### src/rtl/scl_timing_gen.sv
module scl_timing_gen #(
  parameter int CW      = 16,
  parameter int I3C_MIN = 5
) (
  input  logic        clk,
  input  logic        rst_n,
  input  logic [31:0] od_timing,
  input  logic [31:0] pp_timing,
  input  logic [31:0] ext_lcnt,
  input  logic [31:0] fm_timing,
  input  logic [31:0] fmp_timing,
  input  logic [31:0] free_timing,
  input  logic [1:0]  mode,
  input  logic [2:0]  speed,
  input  logic        start_req,
  input  logic        stop_req,
  output logic        scl,
  output logic        fall_stb,
  output logic        rise_stb,
  output logic        bus_free
);

  localparam logic [CW-1:0] MIN3 = CW'(I3C_MIN);
  localparam logic [CW-1:0] ONE  = CW'(1);

  function automatic logic [CW-1:0] floor_at(input logic [CW-1:0] v, input logic [CW-1:0] m);
    return (v < m) ? m : v;
  endfunction

  logic [7:0]    ext_sel;
  logic [CW-1:0] sel_hi, sel_lo;

  always_comb begin
    case (speed)
      3'd1:    ext_sel = ext_lcnt[7:0];
      3'd2:    ext_sel = ext_lcnt[15:8];
      3'd3:    ext_sel = ext_lcnt[23:16];
      3'd4:    ext_sel = ext_lcnt[31:24];
      default: ext_sel = pp_timing[7:0];
    endcase
  end

  always_comb begin
    case (mode)
      2'd0: begin
        sel_hi = floor_at(CW'(od_timing[23:16]), MIN3);
        sel_lo = floor_at(CW'(od_timing[7:0]), MIN3);
      end
      2'd1: begin
        sel_hi = floor_at(CW'(pp_timing[23:16]), MIN3);
        sel_lo = floor_at(CW'(ext_sel), MIN3);
      end
      2'd2: begin
        sel_hi = floor_at(CW'(fm_timing[31:16]), ONE);
        sel_lo = floor_at(CW'(fm_timing[15:0]), ONE);
      end
      default: begin
        sel_hi = floor_at(CW'(fmp_timing[23:16]), ONE);
        sel_lo = floor_at(CW'(fmp_timing[15:0]), ONE);
      end
    endcase
  end

  wire unused_bits = ^{od_timing[31:24], od_timing[15:8], pp_timing[31:24],
                       pp_timing[15:8], fmp_timing[31:24], free_timing[31:16]};

  logic          busy, low_ph, stop_pend;
  logic [CW-1:0] cnt, hi_lat, free_cnt;

  wire free_ok = !busy && (free_cnt >= free_timing[15:0]);
  wire go      = start_req && free_ok;

  assign bus_free = free_ok;

  always_ff @(posedge clk or negedge rst_n) begin
    if (!rst_n) begin
      busy      <= 1'b0;
      low_ph    <= 1'b0;
      stop_pend <= 1'b0;
      scl       <= 1'b1;
      fall_stb  <= 1'b0;
      rise_stb  <= 1'b0;
      cnt       <= '0;
      hi_lat    <= '0;
      free_cnt  <= '0;
    end else begin
      fall_stb <= 1'b0;
      rise_stb <= 1'b0;
      if (!busy) begin
        stop_pend <= 1'b0;
        if (free_cnt != '1) free_cnt <= free_cnt + ONE;
        if (go) begin
          busy     <= 1'b1;
          scl      <= 1'b0;
          low_ph   <= 1'b1;
          cnt      <= sel_lo - ONE;
          hi_lat   <= sel_hi;
          fall_stb <= 1'b1;
          free_cnt <= '0;
        end
      end else begin
        if (stop_req) stop_pend <= 1'b1;
        if (cnt != '0) begin
          cnt <= cnt - ONE;
        end else if (low_ph) begin
          low_ph   <= 1'b0;
          scl      <= 1'b1;
          rise_stb <= 1'b1;
          cnt      <= hi_lat - ONE;
        end else if (stop_pend || stop_req) begin
          busy     <= 1'b0;
          free_cnt <= '0;
        end else begin
          scl      <= 1'b0;
          low_ph   <= 1'b1;
          cnt      <= sel_lo - ONE;
          hi_lat   <= sel_hi;
          fall_stb <= 1'b1;
        end
      end
    end
  end

  AST_IDLE_HIGH: assert property (@(posedge clk) disable iff (!rst_n)
    !busy |-> scl);

  AST_IDLE_QUIET: assert property (@(posedge clk) disable iff (!rst_n)
    !busy |-> !(fall_stb || rise_stb));

  AST_FALL_AT_EDGE: assert property (@(posedge clk) disable iff (!rst_n)
    fall_stb |-> (!scl && $past(scl)));

  AST_RISE_AT_EDGE: assert property (@(posedge clk) disable iff (!rst_n)
    rise_stb |-> (scl && !$past(scl)));

  AST_START_WHEN_FREE: assert property (@(posedge clk) disable iff (!rst_n)
    $rose(busy) |-> $past(bus_free));

  AST_FREE_ONLY_IDLE: assert property (@(posedge clk) disable iff (!rst_n)
    bus_free |-> scl && !fall_stb);

endmodule

### config.mk
export PLATFORM = sky130hd
export DESIGN_NAME = scl_timing_gen
export DESIGN_NICKNAME = d
export VERILOG_FILES = /design/src/rtl/scl_timing_gen.sv
export SDC_FILE = /design/constraint.sdc
export NUM_CORES = 1
export LEC_CHECK = 0
export CAP_MARGIN = 20
export CELL_PAD_IN_SITES_DETAIL_PLACEMENT = 0
export CELL_PAD_IN_SITES_GLOBAL_PLACEMENT = 1
export CORE_ASPECT_RATIO = 0.5
export CORE_MARGIN = 8
export CORE_UTILIZATION = 46
export DETAILED_ROUTE_END_ITERATION = 10
export DONT_BUFFER_PORTS = 1
export GPL_TIMING_DRIVEN = 0
export PLACE_DENSITY = 0.84
export SLEW_MARGIN = 30
export SYNTH_ARGS = -nofsm -noshare
export SYNTH_HDL_FRONTEND = slang
export SYNTH_SLANG_ARGS = --single-unit
### constraint.sdc
create_clock -name clk -period 3.3 [get_ports clk]
set_input_delay 0.66 -clock clk [delete_from_list [all_inputs] [get_ports clk]]
set_output_delay 0.66 -clock clk [all_outputs]
set_load 0.01 [all_outputs]
==> results.tsv <==
metric	value	unit
required	3490	ps
grt_pass1_wl	25600	microns
clkSinkCount	54	
r2r_slack	70	ps
drv_slew	0	
p_per_area	435	nW/um^2
avgSynthCellArea	7.69	sq um
hpwl	13000	microns
reg2reg_from	cnt[9]$_DFFE_PN0P_	
wl_met2	7240	microns
setup_slack	67.3	ps
synth-seq-area-share	26.3	%
met3WireLength	1470	microns
clock_skew	5.75	ps
syn2layout_area_growth	10.1	%
startpoint_type	flip-flop	
die_x	165	microns
ys_ff_latch	54	
hold_class	input pin to async pin	
core	10900	sq um
drive_above_1_share	10.7	%
start_util	46.9	%
grt_max_degree	55	
critPathMostFrequentCell	or4_4	
cp.arrival	3420	ps
clk_latency	300	ps
viasPerCell	6.24	
slew_headroom	52.8	%
path_cells	or4_4, or4_4, or3_4, or4_4, nand2_8, inv_6, nand3_4, inv_6, buf_8, nand3_1, nand2_1	
cp_max_fo	10	
wire_per_inst	19.8	microns
vias	5163	
final_common_cell	nand2_1	
cts_buffers	5	
cts_tree	done	
synth_nets	890	
path_class	flip-flop to flip-flop	
drtAntennaViolNets	0	
synth-edff-count	0	
std_cell_rows	27	
setup_viol	0	
syn_area	5130	sq um
synthAdderAreaFrac	5.12	%
p_leak	2.40	nW
crit_slowest_cell	or4_4	
clkTransAtPathRegs	70	ps
grt_pass1_vias	4851	
die_y	90.7	microns
max_freq	0.309	GHz
antennaDiodeCount	0	
htreeDepth	2	
hold_viol_final	0	
grt_usage	20.7	%
port_buffers	0	
ff2ff_path_depth	11	
worst_path_largest_cell_delay	560	ps
drt-initial-drc-count	342	
clockBufferDepth	2	
drc	0	
fin_crit	3230	ps
layout.nets	904	
fin_util	51.6	%
fin_crit_sh	98.0	%
cp_num_buf_inv	3	
async_reset_ff_share	100	%
synth_xor_area_share	6.31	%
ios	205	
wl_met1	7520	microns
status	finished, final reports clean	
gp_congestion	0.852	
peakVddDrop	0.213	mV
root_buffer	clkbuf_16	
synth_mux_area_share	5.65	%
dr.max_layer_used	met4	
synth_top_family_by_area	simple AND/OR/NAND/NOR gates	
wl	16400	microns
yosys.area_share.simple	27.3	%
antenna_found_initial	0	
final_area	5650	sq um
synthCells	668	
max-cap-violations	0	
n_fill_cell	1083	
post-place-ws	-750	ps
place_area	5320	sq um
end_kind	flip-flop	
layout_common_cells	nand2_1, nor2_1, dfrtp_1	
synth_compound_area_share	23.1	%
timing.rr.end	hi_lat[12]$_DFFE_PN0P_	
crit_family	simple AND/OR/NAND/NOR gates	
drt_first_pass_iters	5	
synth_flop_cell	dfrtp_1	
ys.warnings.count	0	
worstMarginPinSlew	706	ps
ys_types	71	
setup_total_negative_slack	0	ps
die_area	15000	sq um
grt_overflow	0	
## cell families (layout without fill, tap and decap cells)
family          after synthesis  count (layout)
xor+xnor                     37              37
flops                        54              54
fa+ha+maj                    21              21
mux                          22              22
simple gates                274             274
buf+inv                      72              87
compound gates              188             188
## cells in the mapped netlist, drive strengths merged (3+ instances only)
| cell | count | area share (%) |
|---|---|---|
| or2 | 4 | 0.49 |
| nor4 | 18 | 2.2 |
| clkbuf | 13 | 0.95 |
| mux2i | 11 | 2.1 |
| buf | 17 | 2.0 |
| mux4 | 5 | 2.2 |
| nor2 | 56 | 4.1 |
| ha | 21 | 5.1 |
| nand2b | 11 | 1.3 |
| a31oi | 12 | 1.5 |
| a211oi | 12 | 1.8 |
| o211ai | 7 | 1.0 |
| a22oi | 8 | 1.2 |
| dfrtp | 53 | 26 |
| and2 | 5 | 0.61 |
| mux2 | 6 | 1.3 |
| nand3 | 32 | 3.4 |
| and4 | 4 | 0.68 |
| o31ai | 4 | 0.58 |
| xor2 | 20 | 3.4 |
| o221ai | 4 | 0.68 |
| a41oi | 4 | 0.83 |
| inv | 42 | 3.1 |
| nand2 | 76 | 5.7 |
| a21oi | 43 | 4.2 |
| or4 | 9 | 1.5 |
| a222oi | 3 | 0.58 |
| or3 | 6 | 0.83 |
| nor3 | 15 | 1.5 |
| a21o | 3 | 0.44 |
| o22ai | 9 | 1.1 |
| xnor2 | 17 | 2.9 |
| o21ai | 58 | 5.7 |
| and3 | 9 | 1.1 |
| nor2b | 6 | 0.73 |
| nand4 | 14 | 1.7 |
| a22o | 4 | 0.68 |
## where the power goes
part | internal [mW] | switching (mW)
clock | 0.302 | 0.247
sequential | 0.831 | 0.183
combinational | 0.405 | 0.492
total | 1.54 | 0.922
## per-layer routing
layer  up-vias  global-route usage (%)
met5         -                       0
met2       225                    31.8
met1      2428                    29.0
li1       2499                       -
met4         0                    4.28
met3        11                    4.50
## registers in the layout, summed over array words and instances, names as in the netlist
signal,flops
rise_stb,1
fall_stb,1
free_cnt,16
scl,1
busy,1
low_ph,1
hi_lat,16
stop_pend,1
cnt,16
## through the flow
stage                     power (mW)  hold WS (ps)  cells
after global placement          1.86           366    813
after CTS                       2.43          47.5    821
after floorplan                 1.67           364    668
after global routing            2.63          40.4    828
after detailed placement        1.88           366    813
final                           2.46          51.4    828
## layout make-up
| class | count | area, sq um | area share (%) |
|---|---|---|---|
| Timing Repair Buffer | 9 | 80.1 | 1.42 |
| Multi-Input combinational cell | 542 | 3570 | 63.2 |
| Tap cell | 145 | 181 | 3.21 |
| Sequential cell | 54 | 1350 | 23.9 |
| Clock buffer | 7 | 143 | 2.52 |
| Inverter | 42 | 168 | 2.97 |
| Clock inverter | 1 | 5.00 | 0.0885 |
| Buffer | 28 | 151 | 2.68 |
## how the worst max path moves through the flow
stage	start	depth (start not counted)	to	slack, ps
2_1_floorplan	speed[2]	12	cnt[14]$_DFFE_PN0P_	10
3_3_place_gp	speed[0]	13	cnt[12]$_DFFE_PN0P_	-760
3_5_place_dp	speed[2]	12	cnt[12]$_DFFE_PN0P_	-750
4_1_cts	cnt[7]$_DFFE_PN0P_	12	hi_lat[11]$_DFFE_PN0P_	10
5_1_grt	cnt[7]$_DFFE_PN0P_	12	hi_lat[12]$_DFFE_PN0P_	-9
6_report	cnt[9]$_DFFE_PN0P_	11	hi_lat[12]$_DFFE_PN0P_	70
## repair_timing
item / 4_1_cts / 5_1_grt
setup endpoints to repair: 8 / 33
hold buffers: 0 / 0
gates resized for setup: 3 / 26
pin swaps: 0 / 6
setup buffers: 1 / 8
cloned: 0 / 0
(Power assumes the default switching activity.)
